File: config.mk
export PLATFORM = sky130hd
export DESIGN_NAME = regwin_bridge
export DESIGN_NICKNAME = d
export VERILOG_FILES = /design/src/rtl/hwb_pkg.sv /design/src/rtl/hwb_decode.sv /design/src/rtl/hwb_ctrl_reg.sv /design/src/rtl/hwb_pointer.sv /design/src/rtl/regwin_bridge.sv
export SDC_FILE = /design/constraint.sdc
export NUM_CORES = 1
export LEC_CHECK = 0
export BUFFER_PORTS_ARGS = -buffer_cell sky130_fd_sc_hd__buf_2
export CORE_MARGIN = 2
export CORE_UTILIZATION = 45
export DETAILED_ROUTE_END_ITERATION = 10
export PLACE_DENSITY = 0.71
export SETUP_SLACK_MARGIN = 0.2
export SLEW_MARGIN = 0
export SYNTH_ARGS = -nofsm -noshare
export SYNTH_HDL_FRONTEND = slang
export SYNTH_SLANG_ARGS = --single-unit
File: constraint.sdc
create_clock -name clk -period 2.6 [get_ports clk]
set_input_delay 0.13 -clock clk [delete_from_list [all_inputs] [get_ports clk]]
set_output_delay 0.13 -clock clk [all_outputs]
set_load 0.005 [all_outputs]
File: src/rtl/hwb_pkg.sv
package hwb_pkg;

    // host offsets decoded in windowed mode
    localparam logic [1:0] OFF_CTRL = 2'd0;
    localparam logic [1:0] OFF_PHI  = 2'd1;
    localparam logic [1:0] OFF_PLO  = 2'd2;
    localparam logic [1:0] OFF_DATA = 2'd3;

    // control register bit positions
    localparam int CB_IND  = 0;
    localparam int CB_STEP = 1;
    localparam int CB_PING = 4;
    localparam int CB_SRST = 7;

    typedef enum logic [2:0] {
        SEL_NONE,
        SEL_CTRL,
        SEL_PHI,
        SEL_PLO,
        SEL_MEM
    } sel_e;

    typedef struct packed {
        logic ping;
        logic step;
        logic ind;
    } ctrl_t;

endpackage

File: src/rtl/hwb_decode.sv
module hwb_decode
    import hwb_pkg::*;
#(
    parameter int ADDR_W = 15
) (
    input  logic              req,
    input  logic              we,
    input  logic [ADDR_W-1:0] addr,
    input  logic              ind,
    input  logic              busy,
    output sel_e              sel
);
    sel_e raw;

    always_comb begin
        raw = SEL_NONE;
        if (req) begin
            if (ind) begin
                case (addr[1:0])
                    OFF_CTRL: raw = SEL_CTRL;
                    OFF_PHI:  raw = SEL_PHI;
                    OFF_PLO:  raw = SEL_PLO;
                    default:  raw = SEL_MEM;
                endcase
            end else if (addr == '0) begin
                raw = SEL_CTRL;
            end else begin
                raw = SEL_MEM;
            end
        end
    end

    // soft reset: only reads of the control register survive
    always_comb begin
        sel = raw;
        if (busy) begin
            if (we || raw != SEL_CTRL) begin
                sel = SEL_NONE;
            end
        end
    end

endmodule

File: src/rtl/hwb_ctrl_reg.sv
module hwb_ctrl_reg
    import hwb_pkg::*;
#(
    parameter int unsigned RST_CYCLES = 8
) (
    input  logic  clk,
    input  logic  rst_n,
    input  logic  wr_en,
    input  logic  wr_srst,
    input  logic  wr_ping,
    input  logic  wr_step,
    input  logic  wr_ind,
    output ctrl_t ctrl,
    output logic  busy,
    output logic  clr
);
    localparam int CNT_W = $clog2(RST_CYCLES + 1);

    typedef struct packed {
        ctrl_t            ctrl;
        logic [CNT_W-1:0] cnt;
    } st_t;

    st_t st_d, st_q;

    always_comb begin
        st_d = st_q;
        clr  = 1'b0;
        if (wr_en) begin
            if (wr_srst) begin
                st_d.ctrl = '0;
                st_d.cnt  = CNT_W'(RST_CYCLES);
                clr       = 1'b1;
            end else begin
                st_d.ctrl.ind  = wr_ind;
                st_d.ctrl.step = wr_step;
                st_d.ctrl.ping = wr_ping;
            end
        end else if (st_q.cnt != '0) begin
            st_d.cnt = st_q.cnt - 1'b1;
        end
    end

    always_ff @(posedge clk or negedge rst_n) begin
        if (!rst_n) begin
            st_q <= '0;
        end else begin
            st_q <= st_d;
        end
    end

    assign ctrl = st_q.ctrl;
    assign busy = (st_q.cnt != '0);

endmodule

File: src/rtl/hwb_pointer.sv
module hwb_pointer #(
    parameter int ADDR_W = 15
) (
    input  logic              clk,
    input  logic              rst_n,
    input  logic              clr,
    input  logic              wr_hi,
    input  logic              wr_lo,
    input  logic              step,
    input  logic [7:0]        wdata,
    output logic [ADDR_W-1:0] ptr
);
    localparam int HI_W = ADDR_W - 8;

    typedef struct packed {
        logic [ADDR_W-1:0] ptr;
    } st_t;

    st_t st_d, st_q;

    always_comb begin
        st_d = st_q;
        if (clr) begin
            st_d.ptr = '0;
        end else if (wr_hi) begin
            st_d.ptr[ADDR_W-1:8] = wdata[HI_W-1:0];
        end else if (wr_lo) begin
            st_d.ptr[7:0] = wdata;
        end else if (step) begin
            st_d.ptr = st_q.ptr + 1'b1;
        end
    end

    always_ff @(posedge clk or negedge rst_n) begin
        if (!rst_n) begin
            st_q <= '0;
        end else begin
            st_q <= st_d;
        end
    end

    assign ptr = st_q.ptr;

endmodule

File: src/rtl/regwin_bridge.sv
module regwin_bridge
    import hwb_pkg::*;
#(
    parameter int          ADDR_W     = 15,
    parameter int unsigned RST_CYCLES = 8
) (
    input  logic              clk,
    input  logic              rst_n,
    input  logic              host_req,
    input  logic              host_we,
    input  logic [ADDR_W-1:0] host_addr,
    input  logic [7:0]        host_wdata,
    output logic [7:0]        host_rdata,
    output logic              host_rvalid,
    output logic [ADDR_W-1:0] mem_addr,
    output logic [7:0]        mem_wdata,
    output logic              mem_we,
    output logic              mem_re,
    input  logic [7:0]        mem_rdata,
    output logic              cfg_ping_blk
);
    localparam int HI_W  = ADDR_W - 8;
    localparam int PAD_W = 8 - HI_W;

    typedef struct packed {
        logic [7:0] rdata;
        logic       rvalid;
    } rsp_t;

    sel_e              sel;
    ctrl_t             ctrl;
    logic              busy;
    logic              clr;
    logic              mode_ind;
    logic              mode_step;
    logic [ADDR_W-1:0] ptr_val;
    logic              mem_hit;
    logic [7:0]        rd_mux;
    rsp_t              rsp_d, rsp_q;

    assign mode_ind  = ctrl.ind;
    assign mode_step = ctrl.step;

    hwb_decode #(.ADDR_W(ADDR_W)) u_dec (
        .req  (host_req),
        .we   (host_we),
        .addr (host_addr),
        .ind  (mode_ind),
        .busy (busy),
        .sel  (sel)
    );

    hwb_ctrl_reg #(.RST_CYCLES(RST_CYCLES)) u_ctrl (
        .clk     (clk),
        .rst_n   (rst_n),
        .wr_en   (sel == SEL_CTRL && host_we),
        .wr_srst (host_wdata[CB_SRST]),
        .wr_ping (host_wdata[CB_PING]),
        .wr_step (host_wdata[CB_STEP]),
        .wr_ind  (host_wdata[CB_IND]),
        .ctrl    (ctrl),
        .busy    (busy),
        .clr     (clr)
    );

    hwb_pointer #(.ADDR_W(ADDR_W)) u_ptr (
        .clk   (clk),
        .rst_n (rst_n),
        .clr   (clr),
        .wr_hi (sel == SEL_PHI && host_we),
        .wr_lo (sel == SEL_PLO && host_we),
        .step  (mem_hit && mode_ind && mode_step),
        .wdata (host_wdata),
        .ptr   (ptr_val)
    );

    // internal port
    always_comb begin
        mem_hit   = (sel == SEL_MEM);
        mem_addr  = mode_ind ? ptr_val : host_addr;
        mem_wdata = host_wdata;
        mem_we    = mem_hit && host_we;
        mem_re    = mem_hit && !host_we;
    end

    // read mux and response register
    always_comb begin
        rd_mux = '0;
        case (sel)
            SEL_CTRL: begin
                rd_mux[CB_SRST] = busy;
                rd_mux[CB_PING] = ctrl.ping;
                rd_mux[CB_STEP] = ctrl.step;
                rd_mux[CB_IND]  = ctrl.ind;
            end
            SEL_PHI:  rd_mux = {{PAD_W{1'b0}}, ptr_val[ADDR_W-1:8]};
            SEL_PLO:  rd_mux = ptr_val[7:0];
            SEL_MEM:  rd_mux = mem_rdata;
            default:  rd_mux = '0;
        endcase
        rsp_d        = rsp_q;
        rsp_d.rvalid = host_req && !host_we;
        if (rsp_d.rvalid) begin
            rsp_d.rdata = rd_mux;
        end
    end

    always_ff @(posedge clk or negedge rst_n) begin
        if (!rst_n) begin
            rsp_q <= '0;
        end else begin
            rsp_q <= rsp_d;
        end
    end

    assign host_rdata   = rsp_q.rdata;
    assign host_rvalid  = rsp_q.rvalid;
    assign cfg_ping_blk = ctrl.ping;

endmodule

==> summary.md, run 1 <==
| Metric | Value |
|---|---|
| Outcome | finished clean |
| Seq/Total Area, Yosys | 0.322 |
| Final min period | 2.24 ns |
| Final setup violation count | 0 |
| DR WL met3 | 514 µm |
| Top Ports | 70 |
| DP Wirelength | 5290 µm |
| Area Growth Syn to Fin | 19.2% |
| Pin count of the biggest net entering global routing | 32 |
| Nets | 378 |
| Register area | 776 µm² |
| Post-Syn Nets | 313 |
| Vias in the first global route | 2183 |
| Nature of the critical path startpoint | flop |
| Gr ovfl total | 0 |
| Die Span Y | 77.2 µm |
| Total GRT Usage | 0.238 |
| Average size of a mapped cell | 8.86 µm² |
| WL met1 | 3100 µm |
| CP startpoint | u_ctrl.ctrl[0]$_DFFE_PN0N_ |
| Total CTS buffers | 5 |
| RSZ-0062 raised after global routing | false |
| Gate Count Post-Synth | 272 |
| Final clock period utilization by the worst path | 0.862 |
| Final worst slack | 0.359 ns |
| Dpl cells | 398 |
| Via count | 2349 |
| Ys Warns | 0 |
| Ys async rst share | 1.00 |
| Pre-CTS WS | 0.247 ns |
| Critical path arrival | 2.44 ns |
| Remaining DRCs | 0 |
| First-pass GRT wire length | 11200 µm |
| Routed WL | 6920 µm |
| Die area | 5950 µm² |
| Number of buffers added on ports | 69 |
| Slew @ Worst Pin | 0.725 ns |
| Kind of critical path | flop to flop |
| Initial Util | 0.469 |
| Commonest non-fill, non-tap cell in the layout | buf_2 |
| Critical path fanouts, max | 13 |
| Clock Skew | 0.00598 ns |
| Clock Tree Root | clkbuf_8 |
| Initial antenna violation count | 0 |
| GPL Wtd Cong | 0.940 |
| Fmax | 446 MHz |
| DR WL met2 | 3230 µm |
| Initial drt markers | 137 |
| Max Slew Vio Count | 0 |
| Area leader, netlist | dfrtp_1 |
| Post-Layout Cell Count | 407 |
| Antenna-violating nets left | 0 |
| Clock-pin slew on the worst setup and hold paths | 0.07 ns |
| Die width | 77.2 µm |
| Max layer used | met4 |
| Commonest non-fill, non-tap cells in the layout | buf_2, dfrtp_1, nand2_1 |
| CP endpoint kind | flop |
| Max IR drop VDD | 366 µV |
| Req. time, crit path | 2.80 ns |
| Main synth FF type | dfrtp_1 |
| Final hold vios | 0 |
| RR Startpoint | u_ctrl.ctrl[0]$_DFFE_PN0N_ |
| Core area | 5140 µm² |
| Setup TNS | 0 ns |
| H-tree Lvls | 2 |
| EDFF count, synth | 0 |
| Largest cells by area after synthesis | dfrtp_1, mux2_2, nand2_1 |
| Routed WL per cell | 17.0 µm |
| Cell area after synthesis | 2410 µm² |
| Total of max-cap violations | 0 |
| Drt pass-1 iters | 4 |
| FILL cells | 484 |
| Clock Sinks | 31 |
| CTS tree | done |
| Netlist cell types | 51 |
| #FFs+latches synth | 31 |
| # diodes | 0 |
| Synth top area share | 0.322 |
| DR vias/cell | 5.77 |
| Bufs on Longest Clock Path | 2 |
| Leakage power | 1.34 nW |
| # rows | 26 |
| Footprint of the multi-input gates | 1450 µm² |
| PD cells | 464 nW/µm² |
| Hold crit path type | primary input to flop |
| Share of cells above drive strength 1 | 0.332 |
| Worst-Skew Late Latency | 0.28 ns |
| Hold Path Origin | host_wdata[2] |
| Slew HR | 0.517 |
==> synth_stat cells, types with 8 or more instances <==
master    count
o21ai_0      17
nor3_1       17
mux2_2       13
a21oi_1       9
inv_1         8
a211oi_1     10
dfrtp_1      31
nand2_1      27
nor2_1       15
nand3_1      19
buf_4         9
and3_1        8
==> logic make-up after synthesis <==
| group | after synthesis | synth area share |
|---|---|---|
| compound gates | 67 | 0.198 |
| xor+xnor | 8 | 0.0291 |
| fa+ha+maj | 6 | 0.0312 |
| buf+inv | 30 | 0.0867 |
| flops | 31 | 0.322 |
| mux | 15 | 0.0691 |
| simple gates | 115 | 0.263 |
==> area by class of cell <==
| cell class | instances | area share |
|---|---|---|
| clock buffers | 6 | 0.0253 |
| multi-input cells | 211 | 0.503 |
| flip-flops and latches | 31 | 0.270 |
| clock inverters | 1 | 0.0105 |
| inverters | 8 | 0.0105 |
| well taps | 70 | 0.0305 |
| repair buffers | 80 | 0.150 |
==> metrics by stage <==
stage | instance area (µm²) | hold slack (ns) | power [mW] | utilization
4_1_cts | 2840 | 0.107 | 1.33 | 0.553
5_1_grt | 2870 | 0.145 | 1.40 | 0.559
3_3_place_gp | 2730 | 0.230 | 0.864 | 0.531
3_5_place_dp | 2730 | 0.236 | 0.867 | 0.531
6_report | 2870 | 0.109 | 1.33 | 0.559
2_1_floorplan | 2410 | -0.166 | 0.755 | -
==> repair_timing <==
action,CTS,global route
setup endpoints to repair,0,17
buffers inserted,0,1
hold buffers,1,0
gates resized for setup,0,4
hold endpoints to repair,31,0
==> final timing paths <==
| path | slack (ns) | depth (start not counted) | end |
|---|---|---|---|
| setup / recovery | 0.36 | 7 | u_ptr.ptr[4]$_DFFE_PN0P_ |
| hold / removal | 0.11 | 3 | u_ptr.ptr[10]$_DFFE_PN0P_ |
| setup reg to reg | 0.36 | 7 | u_ptr.ptr[4]$_DFFE_PN0P_ |
| hold reg to reg | 0.48 | 2 | host_rdata[7]$_DFFE_PN0P_ |
| max in group asynchronous | 1.68 | 2 | u_ptr.ptr[7]$_DFFE_PN0P_ |
| min in group asynchronous | 0.44 | 2 | u_ctrl.st_q[3]$_DFFE_PN0P_ |
==> state kept, by name, summed over array words and instances (netlist names) <==
register and count:
u_ptr.ptr 15, host_rdata 8, u_ctrl.st_q 4, u_ctrl.ctrl 3, host_rvalid 1
==> critical path, cell delays in order (launching register included) <==
cell and delay (ns):
dfrtp_1 0.52, buf_4 0.24, a21bo_2 0.26, nor4_4 0.39
buf_4 0.23, nand4_1 0.13, xor2_1 0.17, a211oi_1 0.22
==> power by group <==
group	internal [mW]	leakage, nW	total, mW	switching [mW]
Clock	0.281	0.0513	0.463	0.182
Combinational	0.145	0.868	0.317	0.172
Sequential	0.521	0.424	0.553	0.0327
Total	0.946	1.34	1.33	0.387
==> layer usage <==
layer  global-route usage  vias up
li1                     -     1136
met4               0.0571        0
met2                0.388      101
met3               0.0412        8
met1                0.330     1104
met5                    0        -
(Power assumes the default switching activity.)
==> run 2: changes to the inputs <==
--- a/config.mk
+++ b/config.mk
@@ -10,6 +10,7 @@
 export CORE_UTILIZATION = 45
 export DETAILED_ROUTE_END_ITERATION = 10
 export PLACE_DENSITY = 0.71
+export RECOVER_POWER = 100
 export SETUP_SLACK_MARGIN = 0.2
 export SLEW_MARGIN = 0
 export SYNTH_ARGS = -nofsm -noshare
==> run 2 against run 1 <==
The flow now finishes with violations (capacitance limit, slew limit). Clock skew is 0.0010 ns higher. Flip-flop and latch count unchanged. Combinational power is 3% lower. Global-route usage stayed put. Critical endpoint is now u_ptr.ptr[14]$_DFFE_PN0P_.
==> summary.md, run 2 (synthesis results as in run 1) <==
| Metric | Value |
|---|---|
| Pin count of the biggest net entering global routing | 32 |
| Die Span Y | 77.2 µm |
| Core area | 5140 µm² |
| WHS | 0.144 ns |
| Max Slew Vio Count | 32 |
| Hold crit path type | primary input to flop |
| Clock Sinks | 31 |
| Kind of critical path | flop to flop |
| FILL cells | 499 |
| Req. time, crit path | 2.80 ns |
| DP Wirelength | 5290 µm |
| Top Ports | 70 |
| Bufs on Longest Clock Path | 2 |
| Drt pass-1 iters | 4 |
| CP endpoint kind | flop |
| CTS tree | done |
| Fmax | 426 MHz |
| Leakage power | 1.28 nW |
| Remaining DRCs | 0 |
| First-pass GRT wire length | 11200 µm |
| Failing checks | capacitance limit, slew limit |
| Overall Power | 1.32 mW |
| Slew @ Worst Pin | 1.72 ns |
| Setup TNS | 0 ns |
| Antenna-violating nets left | 0 |
| Clock-pin slew on the worst setup and hold paths | 0.07 ns |
| # diodes | 0 |
| Max reg flops | 15 |
| Initial antenna violation count | 0 |
| Routed WL per cell | 17.0 µm |
| Final min period | 2.35 ns |
| Slew HR | -0.149 |
| Commonest non-fill, non-tap cells in the layout | buf_2, dfrtp_1, nand2_1 |
| GPL Wtd Cong | 0.940 |
| Gr ovfl total | 0 |
| Vias in the first global route | 2183 |
| Share of cells above drive strength 1 | 0.261 |
| Total CTS buffers | 5 |
| Final worst slack | 0.253 ns |
| Commonest non-fill, non-tap cell in the layout | buf_2 |
| Total of max-cap violations | 1 |
| Die width | 77.2 µm |
| Routed WL | 6910 µm |
| Final Core Density | 0.548 |
| PD cells | 470 nW/µm² |
| Nature of the critical path startpoint | flop |
| Final hold vios | 0 |
| Critical path fanouts, max | 6 |
| Critical path arrival | 2.54 ns |
| Via count | 2353 |
| Max IR drop VDD | 364 µV |
| Number of buffers added on ports | 69 |
| Area Growth Syn to Fin | 16.9% |
| Final clock period utilization by the worst path | 0.903 |
| DR vias/cell | 5.78 |
| # rows | 26 |
| Nets | 378 |
| Die area | 5950 µm² |
| Final setup violation count | 0 |
| Clock Skew | 0.00702 ns |
| Total GRT Usage | 0.238 |
| Initial Util | 0.469 |
| Initial drt markers | 167 |
| Worst-Skew Late Latency | 0.28 ns |
| H-tree Lvls | 2 |
| Pre-CTS WS | 0.247 ns |
| Clock Tree Root | clkbuf_8 |
| Outcome | complete, but fails checks |
| RSZ-0062 raised after global routing | false |
-- run 2: path summary, 6_finish.rpt --
kind	cells past startpoint	slack, ns	start	to
min in group asynchronous	2	0.83	rst_n	host_rdata[4]$_DFFE_PN0P_
worst min-delay path	3	0.14	host_wdata[6]	u_ptr.ptr[14]$_DFFE_PN0P_
worst max-delay path	8	0.25	u_ctrl.st_q[0]$_DFFE_PN0P_	u_ptr.ptr[14]$_DFFE_PN0P_
worst min register to register	2	0.48	host_rdata[7]$_DFFE_PN0P_	host_rdata[7]$_DFFE_PN0P_
max in group asynchronous	2	0.76	rst_n	u_ptr.ptr[0]$_DFFE_PN0P_
worst max register to register	8	0.25	u_ctrl.st_q[0]$_DFFE_PN0P_	u_ptr.ptr[14]$_DFFE_PN0P_
-- run 2: worst max-delay path, cell delays in order, from the launching register on --
cell      delay (ns)
dfrtp_1         0.41
inv_1           0.09
ha_1            0.16
or3b_4          0.43
nor3_1          0.35
and3_1          0.37
nand2_1         0.11
and2_0          0.14
a211oi_1        0.20
-- run 2: metrics by stage --
stage          instances  area (µm²)
4_1_cts              406        2840
3_3_place_gp         398        2730
2_1_floorplan        272        2410
5_1_grt              407        2820
3_5_place_dp         398        2730
6_report             407        2820
-- run 2: power breakdown --
| part | switching [mW] | internal [mW] |
|---|---|---|
| Clock | 0.183 | 0.281 |
| Sequential | 0.0329 | 0.521 |
| Combinational | 0.172 | 0.136 |
-- run 2: layout make-up --
| class | count | area, µm² | share of cell area |
|---|---|---|---|
| multi-input cells | 211 | 1420 | 0.505 |
| flip-flops and latches | 31 | 776 | 0.275 |
| repair buffers | 80 | 398 | 0.141 |
| well taps | 70 | 87.6 | 0.0311 |
| clock buffers | 6 | 72.6 | 0.0258 |
| clock inverters | 1 | 30.0 | 0.0107 |
| inverters | 8 | 30.0 | 0.0107 |
-- run 2: timing repair --
item | CTS | global route
endpoints found under the hold margin | 31 | 0
setup endpoints to repair | 0 | 17
setup buffers | 0 | 1
hold buffers | 1 | 0
resized for setup | 0 | 4
-- run 2: per-layer routing --
metal	part of all wire	GRT usage	vias to the layer above
li1	-	-	1136
met1	0.45	0.330	1105
met2	0.47	0.388	106
met3	0.075	0.0412	6
met4	0.0094	0.0571	0
met5	0	0	-
==> run 3: changes to the inputs <==
--- a/config.mk
+++ b/config.mk
@@ -6,10 +6,9 @@
 export NUM_CORES = 1
 export LEC_CHECK = 0
 export BUFFER_PORTS_ARGS = -buffer_cell sky130_fd_sc_hd__buf_2
-export CORE_MARGIN = 2
 export CORE_UTILIZATION = 45
 export DETAILED_ROUTE_END_ITERATION = 10
-export PLACE_DENSITY = 0.71
+export PLACE_DENSITY = 0.74
 export RECOVER_POWER = 100
 export SETUP_SLACK_MARGIN = 0.2
 export SLEW_MARGIN = 0
==> constraint.sdc (replaced) <==
create_clock -name clk -period 2.1 [get_ports clk]
set_input_delay 0.105 -clock clk [delete_from_list [all_inputs] [get_ports clk]]
set_output_delay 0.105 -clock clk [all_outputs]
set_load 0.005 [all_outputs]
==> run 3 against run 2 <==
The flow now finishes without violations. Critical endpoint unchanged. Global-route usage grew 5.7 points. Design area increased by 20%. Clock power up 13%. Core utilization rose by 11 points. Via count is 10% higher. Flip-flop and latch count unchanged. Clock-buffer cell count is 2 higher. Sequential share of layout area is 4.5 points lower. Combinational power grew 88%. Non-clock buffer count up 33. First-iteration DRC count down 28%.
==> summary.md, run 3 (synthesis results as in run 1) <==
| Metric | Value |
|---|---|
| Max Slew Vio Count | 0 |
| RR Startpoint | u_ctrl.st_q[0]$_DFFE_PN0P_ |
| Final worst slack | 0.0125 ns |
| Total GRT Usage | 0.296 |
| GR Util met2 | 0.487 |
| Initial antenna violation count | 0 |
| Slew HR | 0.526 |
| First-pass GRT wire length | 12300 µm |
| Req. time, crit path | 2.30 ns |
| Die Span Y | 75.2 µm |
| Final Core Density | 0.655 |
| Bufs on Longest Clock Path | 2 |
| Total of max-cap violations | 0 |
| DP Wirelength | 5680 µm |
| Kind of critical path | flop to flop |
| Share of cells above drive strength 1 | 0.488 |
| Pin count of the biggest net entering global routing | 32 |
| Clock-pin slew on the worst setup and hold paths | 0.06 ns |
| CP max stage cell | dfrtp_1 |
| Number of buffers added on ports | 69 |
| R2R cell count | 9 |
| Gr ovfl total | 0 |
| Die area | 5650 µm² |
| Clock Sinks | 31 |
| RSZ-0062 raised after global routing | true |
| Area Growth Syn to Fin | 39.8% |
| Drt pass-1 iters | 5 |
| Worst Hold End | host_rdata[7]$_DFFE_PN0P_ |
| Initial drt markers | 121 |
| Dpl cells | 417 |
| Fmax | 479 MHz |
| GPL Wtd Cong | 0.997 |
| Overall Power | 1.79 mW |
| Clock Tree Root | clkbuf_8 |
| Commonest non-fill, non-tap cell in the layout | buf_2 |
| CP endpoint kind | flop |
| Critical path arrival | 2.28 ns |
| Core area | 5140 µm² |
| Crit-path max cell delay | 0.40 ns |
| Hold crit path type | primary input to flop |
| Crit path buffers/inverters | 3 |
| Post-Layout Cell Count | 441 |
| Critical path fanouts, max | 4 |
| Hold depth | 3 |
| R2R setup slack | 0.01 ns |
| Final hold vios | 0 |
| Routed WL | 8130 µm |
| Final min period | 2.09 ns |
| DR vias/cell | 5.89 |
| Critical path, cell by cell | inv_2 -> ha_4 -> or3b_4 -> buf_6 -> nor3_4 -> and3_4 -> nand2_2 -> buf_4 -> a211oi_2 |
| Top Family by Delay on Critical Path | simple AND/OR/NAND/NOR gates |
| Leakage power | 1.56 nW |
| # diodes | 0 |
| Pre-CTS WS | -0.0732 ns |
| Vias in the first global route | 2488 |
| WHS | 0.106 ns |
| PD cells | 533 nW/µm² |
| Via count | 2597 |
| Nature of the critical path startpoint | flop |
| Worst-Skew Late Latency | 0.29 ns |
| Die width | 75.2 µm |
| Top Ports | 70 |
| CTS tree | done |
| Commonest non-fill, non-tap cells in the layout | buf_2, buf_4, dfrtp_1 |
| Nets | 411 |
| Met3 GRT Util | 0.0495 |
| Final clock period utilization by the worst path | 0.994 |
| Antenna-violating nets left | 0 |
| Reg-to-reg critical path endpoint | u_ptr.ptr[14]$_DFFE_PN0P_ |
| Global Route met1 Usage | 0.389 |
| Max reg flops | 15 |
| Clock Skew | 0.00797 ns |
| Remaining DRCs | 0 |
| Total CTS buffers | 5 |
| H-tree Lvls | 2 |
| GR peak layer | met2 |
| # rows | 26 |
| Final setup violation count | 0 |
| Hold Path Origin | mem_rdata[7] |
| Initial Util | 0.469 |
| Outcome | finished clean |
| Max IR drop VDD | 307 µV |
| Routed WL per cell | 18.4 µm |
| Slew @ Worst Pin | 0.712 ns |
## run 3: cell count changes in the layout (fill, tap and decap cells not counted), moves of 5 or more
cell and delta:
nand3_1 -5, nor3_2 +5, a211oi_1 -6, o21ai_0 -8, nor2_1 -5, buf_6 +8
clkbuf_1 -11, a211oi_2 +5, nor2_2 +5, buf_2 +9, o21ai_1 +6, buf_4 +30
nor3_1 -6
## run 3: cell type report
| cell class | count | area [µm²] |
|---|---|---|
| fill | 445 | 1770 |
| sequential | 31 | 777 |
| clock buffer | 8 | 100 |
| inverter | 8 | 30.0 |
| tap | 70 | 87.6 |
| multi-input combinational | 211 | 1670 |
| timing repair buffer | 113 | 701 |
## run 3: per-stage QoR
stage	instance area, µm²	TNS (ns)
after global placement	2900	-0.0430
after global routing	3370	-0.458
after CTS	3260	0
final	3370	0
after floorplan	2440	0
after detailed placement	2900	-0.153
## run 3: worst min-delay path, cell delays in order
cell and delay, ns:
buf_2 0.09, a221oi_2 0.05, o21ai_1 0.10
## run 3: how the worst max path moves through the flow
stage | slack (ns) | endpoint | depth (start not counted) | startpoint
after floorplan | 0.17 | u_ptr.ptr[8]$_DFFE_PN0P_ | 10 | u_ctrl.st_q[0]$_DFFE_PN0P_
after global placement | -0.02 | u_ptr.ptr[14]$_DFFE_PN0P_ | 9 | u_ctrl.st_q[1]$_DFFE_PN0P_
after detailed placement | -0.07 | u_ptr.ptr[14]$_DFFE_PN0P_ | 9 | u_ctrl.st_q[1]$_DFFE_PN0P_
after CTS | 0.009 | u_ptr.ptr[14]$_DFFE_PN0P_ | 9 | u_ctrl.st_q[1]$_DFFE_PN0P_
after global routing | -0.07 | u_ptr.ptr[14]$_DFFE_PN0P_ | 8 | u_ctrl.st_q[0]$_DFFE_PN0P_
final | 0.01 | u_ptr.ptr[14]$_DFFE_PN0P_ | 9 | u_ctrl.st_q[0]$_DFFE_PN0P_
## run 3: routing by layer
metal | part of all wire | vias to the layer above
met4 | 0.038 | 0
met1 | 0.41 | 1234
met2 | 0.49 | 135
met5 | 0 | -
li1 | - | 1194
met3 | 0.058 | 34
## run 3: power by group
part | internal, mW | total (mW) | switching (mW)
combinational | 0.303 | 0.576 | 0.273
clock | 0.299 | 0.524 | 0.225
sequential | 0.644 | 0.695 | 0.0507
## run 3: repair_timing
item,in CTS,in global routing
setup endpoints to repair,27,30
resized for setup,44,28
endpoints found under the hold margin,31,0
pin swaps,29,19
buffers inserted,14,1
hold buffers,1,0
